$ cat config.mk
export PLATFORM = sky130hd
export DESIGN_NAME = sburst_addr_ctrl
export DESIGN_NICKNAME = d
export VERILOG_FILES = /design/src/rtl/sbc_pkg.sv /design/src/rtl/sbc_strobe_dec.sv /design/src/rtl/sbc_burst_seq.sv /design/src/rtl/sbc_wr_qual.sv /design/src/rtl/sburst_addr_ctrl.sv
export SDC_FILE = /design/constraint.sdc
export NUM_CORES = 1
export LEC_CHECK = 0
export ABC_AREA = 1
export BUFFER_PORTS_ARGS = -buffer_cell sky130_fd_sc_hd__buf_2
export CORE_ASPECT_RATIO = 1.25
export CORE_MARGIN = 5
export CORE_UTILIZATION = 34
export CTS_BUF_LIST = sky130_fd_sc_hd__clkbuf_4 sky130_fd_sc_hd__clkbuf_8
export DETAILED_ROUTE_END_ITERATION = 10
export GPL_TIMING_DRIVEN = 0
export HOLD_SLACK_MARGIN = 0.12
export PLACE_DENSITY = 0.64
export SYNTH_ARGS = -nofsm -noshare
export SYNTH_HDL_FRONTEND = slang
export SYNTH_HIERARCHICAL = 1
export SYNTH_SLANG_ARGS = --single-unit
$ cat constraint.sdc
create_clock -name clk_i -period 1.3 [get_ports clk_i]
set_input_delay 0.195 -clock clk_i [delete_from_list [all_inputs] [get_ports clk_i]]
set_output_delay 0.195 -clock clk_i [all_outputs]
set_load 0.005 [all_outputs]
$ cat src/rtl/sbc_pkg.sv
package sbc_pkg;
    typedef enum logic [1:0] {
        CYC_NONE = 2'd0,
        CYC_PROC = 2'd1,
        CYC_CTRL = 2'd2
    } cyc_e;
endpackage

$ cat src/rtl/sbc_strobe_dec.sv
module sbc_strobe_dec
    import sbc_pkg::*;
(
    input  logic cpu_strobe_n,
    input  logic ctl_strobe_n,
    input  logic sel0_n,
    input  logic sel1,
    input  logic sel2_n,
    output cyc_e cyc,
    output logic chip_on
);
    logic cpu_go;

    always_comb begin
        // master enable gates only the processor strobe
        cpu_go  = !cpu_strobe_n && !sel0_n;
        chip_on = !sel0_n && sel1 && !sel2_n;
        if (cpu_go)
            cyc = CYC_PROC;
        else if (!ctl_strobe_n)
            cyc = CYC_CTRL;
        else
            cyc = CYC_NONE;
    end
endmodule

$ cat src/rtl/sbc_burst_seq.sv
module sbc_burst_seq #(
    parameter int BURST_W = 2
) (
    input  logic [BURST_W-1:0] base,
    input  logic [BURST_W-1:0] ofs,
    input  logic               ilv,
    output logic [BURST_W-1:0] low
);
    always_comb begin
        if (ilv)
            low = base ^ ofs;
        else
            low = base + ofs;
    end
endmodule

$ cat src/rtl/sbc_wr_qual.sv
module sbc_wr_qual #(
    parameter int LANES = 2
) (
    input  logic             gwe_n,
    input  logic             bwe_n,
    input  logic [LANES-1:0] bw_n,
    output logic [LANES-1:0] mask
);
    for (genvar g = 0; g < LANES; g++) begin : g_lane
        always_comb begin
            mask[g] = !gwe_n || (!bwe_n && !bw_n[g]);
        end
    end
endmodule

$ cat src/rtl/sburst_addr_ctrl.sv
module sburst_addr_ctrl
    import sbc_pkg::*;
#(
    parameter int ADDR_W  = 19,
    parameter int LANES   = 2,
    parameter int BURST_W = 2
) (
    input  logic              clk_i,
    input  logic              rst_i,
    input  logic [ADDR_W-1:0] addr_i,
    input  logic              cpu_strobe_n,
    input  logic              ctl_strobe_n,
    input  logic              adv_n,
    input  logic              sel0_n,
    input  logic              sel1,
    input  logic              sel2_n,
    input  logic              order_i,
    input  logic              gwe_n,
    input  logic              bwe_n,
    input  logic [LANES-1:0]  bw_n,
    output logic [ADDR_W-1:0] arr_addr_o,
    output logic              sel_o,
    output logic              wr_o,
    output logic [LANES-1:0]  bwr_o
);
    localparam int HI_W = ADDR_W - BURST_W;

    typedef struct packed {
        logic [HI_W-1:0]    hi;
        logic [BURST_W-1:0] base;
        logic [BURST_W-1:0] ofs;
        logic               ilv;
        logic               sel;
        logic [LANES-1:0]   bwr;
    } state_t;

    state_t s_d, s_q;
    cyc_e cyc;
    logic chip_on;
    logic [LANES-1:0] wmask;
    logic [BURST_W-1:0] low;

    sbc_strobe_dec dec_i (
        .cpu_strobe_n (cpu_strobe_n),
        .ctl_strobe_n (ctl_strobe_n),
        .sel0_n       (sel0_n),
        .sel1         (sel1),
        .sel2_n       (sel2_n),
        .cyc          (cyc),
        .chip_on      (chip_on)
    );

    sbc_wr_qual #(.LANES(LANES)) wq_i (
        .gwe_n (gwe_n),
        .bwe_n (bwe_n),
        .bw_n  (bw_n),
        .mask  (wmask)
    );

    sbc_burst_seq #(.BURST_W(BURST_W)) seq_i (
        .base (s_q.base),
        .ofs  (s_q.ofs),
        .ilv  (s_q.ilv),
        .low  (low)
    );

    always_comb begin
        s_d = s_q;
        unique case (cyc)
            CYC_PROC: begin
                s_d.hi   = addr_i[ADDR_W-1:BURST_W];
                s_d.base = addr_i[BURST_W-1:0];
                s_d.ofs  = '0;
                s_d.ilv  = order_i;
                s_d.sel  = chip_on;
                s_d.bwr  = '0;           // first processor beat is a read
            end
            CYC_CTRL: begin
                s_d.hi   = addr_i[ADDR_W-1:BURST_W];
                s_d.base = addr_i[BURST_W-1:0];
                s_d.ofs  = '0;
                s_d.ilv  = order_i;
                s_d.sel  = chip_on;
                s_d.bwr  = chip_on ? wmask : '0;
            end
            default: begin
                if (!adv_n)
                    s_d.ofs = s_q.ofs + BURST_W'(1);
                s_d.bwr = s_q.sel ? wmask : '0;
            end
        endcase
        if (rst_i)
            s_d = '0;
    end

    always_ff @(posedge clk_i) begin
        s_q <= s_d;
    end

    assign arr_addr_o = {s_q.hi, low};
    assign sel_o      = s_q.sel;
    assign bwr_o      = s_q.bwr;
    assign wr_o       = |s_q.bwr;
endmodule

==> results.toml <==
[cts]
cts_tree = "built"
cts.reportedPaths.clkPinSlew_ns = 0.09
cts_hold_buf = 0
clk_path_buf_depth = 2
cts_made_buffers = 3
cts.sinks = 25
cts-root-buf = "clkbuf_8"
clk-insertion-delay-late_ns = 0.26
h-tree-depth = 1

[logic_synthesis]
syn_area_per_cell_sq_um = 7.824
syn_nets = 197
synth-main-ff-cell = "dfxtp_1"
synthAdderAreaFrac_pct = 2.962
synth_top_area_share_pct = 39.49
async_reset_ff_share_pct = 0
syn_area_sq_um = 1267
synth_top_family_by_area = "simple AND/OR/NAND/NOR gates"
synth_compound_area_share_pct = 8.687
yosys_warnings = 6
muxShareOfSynthArea_pct = 0
synthXorXnorAreaFrac_pct = 0.6910
syn_inst = 162
synth_area_leaders = "dfxtp_1 (39%), buf_4 (13%), nor2_2 (10%), nor2_1 (7.7%), o21ai_1 (5.1%)"
yosys.area_share.simple_pct = 27.05
ys_ff_latch = 25
synth_cell_type_count = 17
seq_area_frac_synth_pct = 39.49
synth.largest_area_cell = "dfxtp_1"
synth-edff-count = 0

[routing]
drc = 0
firstDrtPassIters = 4
wl_um = 2507
ant_nets = 0
vias = 1115
drt_iter0_markers = 10
wl_per_cell_um = 9.605
routed_via_density = 4.272

[power]
power_density_nw_per_um2 = 1108
ir_drop_v = 0.0005441
p_leak_nw = 0.8864

[floorplan]
dieArea_sq_um = 5057
start_util_pct = 35.77
io-pin-count = 55
die_h_um = 78.27
rows = 24
core-area_sq_um = 3543
die_w_um = 64.61

[timing]
rsz0062_at_grt = "yes"
timing.fmax_mhz = 767.0
finalSetupViolCount = 1
worstMarginPinSlew_ns = 0.1802
hold_slack_ns = 0.1453
hold_viol_final = 0
fin_crit_sh_pct = 100.3
layout_setup_ws_ns = -0.003711
maxSlewHeadroom_pct = 87.99
fin_worst_skew_ns = 0.0001391
setup_total_negative_slack_ns = -0.003711
slew_viol_final = 0
min_period_ns = 1.304

[global_route]
antenna_found_initial = 0
overflow = 0
grt_pass1_wl_um = 4333
track_usage_pct = 10.47
grt_pass1_vias = 1116
grt_max_degree = 17

[hold_path]
min_path_type = "in2reg"

[place]
io_buffers = 54
preCtsSetupSlack_ns = -0.1301
gp_congestion = 0.7333
hpwlAfterDp_um = 2001
dpl.cell_count = 255

[worst_setup_path]
startpoint_type = "register"
critPathRequiredTime_ns = 1.11
cp_data_arrival_time_ns = 1.11
path_class = "reg2out"
endpoint_kind = "output pin"
critPathMaxFanout = 2

[cells_and_area]
drive_gt1_share_pct = 53.15
nNetsFinal = 258
diodes = 0
syn_to_final_growth_pct = 31.69
fin_cells = 261
layout.cells.most_common_list = "buf_2 (56), nor2_1 (25), buf_4 (24)"
mostFrequentLayoutCell = "buf_2"

[flow_run]
max_cap_violations = 0

[outcome]
status = "complete, but fails checks"
violations = "negative setup slack"
-- synth_stat cells (2+ instances only) --
library cell,n
buf_12,2
buf_2,2
buf_4,22
dfxtp_1,25
ha_1,3
inv_1,12
inv_2,2
nand2_1,17
nand3_1,3
nor2_1,26
nor2_2,21
nor2_4,2
o21ai_0,9
o21ai_1,13
-- state kept, by name, summed over array words and instances (netlist names) --
name,count
bwr_o,2
s_q,5
sel_o,1
arr_addr_o,17
-- through the flow --
step / cell area (sq um) / util, % / power [W]
3_3_place_gp: 1587 / 44.77 / 0.001386
4_1_cts: 1667 / 47.03 / 0.001887
5_1_grt: 1669 / 47.10 / 0.001974
3_5_place_dp: 1587 / 44.77 / 0.001392
2_1_floorplan: 1267 / - / 0.001230
6_report: 1669 / 47.10 / 0.001850
-- layer usage --
metal	part of all wire, %	track usage, %	vias up
li1	-	-	596
met1	42	11.09	484
met2	49	19.94	33
met3	8.1	2.714	2
met4	0.76	3.171	0
met5	0	0	-
-- where the power goes --
group	total (W)	switching, W	internal, W
clock	0.000471	0.000247	0.000224
sequential	0.000890	0.0000514	0.000838
combinational	0.000489	0.000214	0.000274
-- critical path, cell delays in order (launching register included) --
cell,delay [ns]
dfxtp_2,0.36
ha_4,0.14
inv_2,0.03
nor2_2,0.06
nand3_1,0.06
nand2_1,0.05
inv_1,0.03
buf_2,0.11
-- cell type report --
| cell class | instances | area (sq um) |
|---|---|---|
| Multi-Input combinational cell | 97 | 514.2 |
| Buffer | 26 | 215.2 |
| Sequential cell | 25 | 503.0 |
| Inverter | 14 | 52.55 |
| Clock buffer | 3 | 41.29 |
| Tap cell | 39 | 48.80 |
| Fill cell | 382 | 1874 |
| Clock inverter | 1 | 8.758 |
| Timing Repair Buffer | 56 | 285.3 |
-- path summary, 6_finish.rpt --
check | startpoint | endpoint | slack (ns) | cells after the start
hold reg to reg | arr_addr_o[5] | arr_addr_o[5] | 0.49 | 2
hold / removal | addr_i[10] | arr_addr_o[10] | 0.15 | 3
setup / recovery | s_q[4] | arr_addr_o[1] | -0.004 | 7
setup reg to reg | s_q[4] | s_q[4] | 0.52 | 3
-- kinds of logic (layout without fill, tap and decap cells) --
| family | Yosys count | after routing |
|---|---|---|
| AOI/OAI and AO/OA | 22 | 22 |
| xor gates and xnor gates | 1 | 1 |
| buffers and inverters | 40 | 100 |
| and+or+nand+nor | 71 | 71 |
| DFF | 25 | 25 |
| adders and majority gates | 3 | 3 |
-- repair_timing --
item,4_1_cts,5_1_grt
gates resized for setup,5,1
pin swaps,1,0
endpoints found under the setup margin,1,1
buffers inserted,2,0
Power figures use the tool's default switching activity.
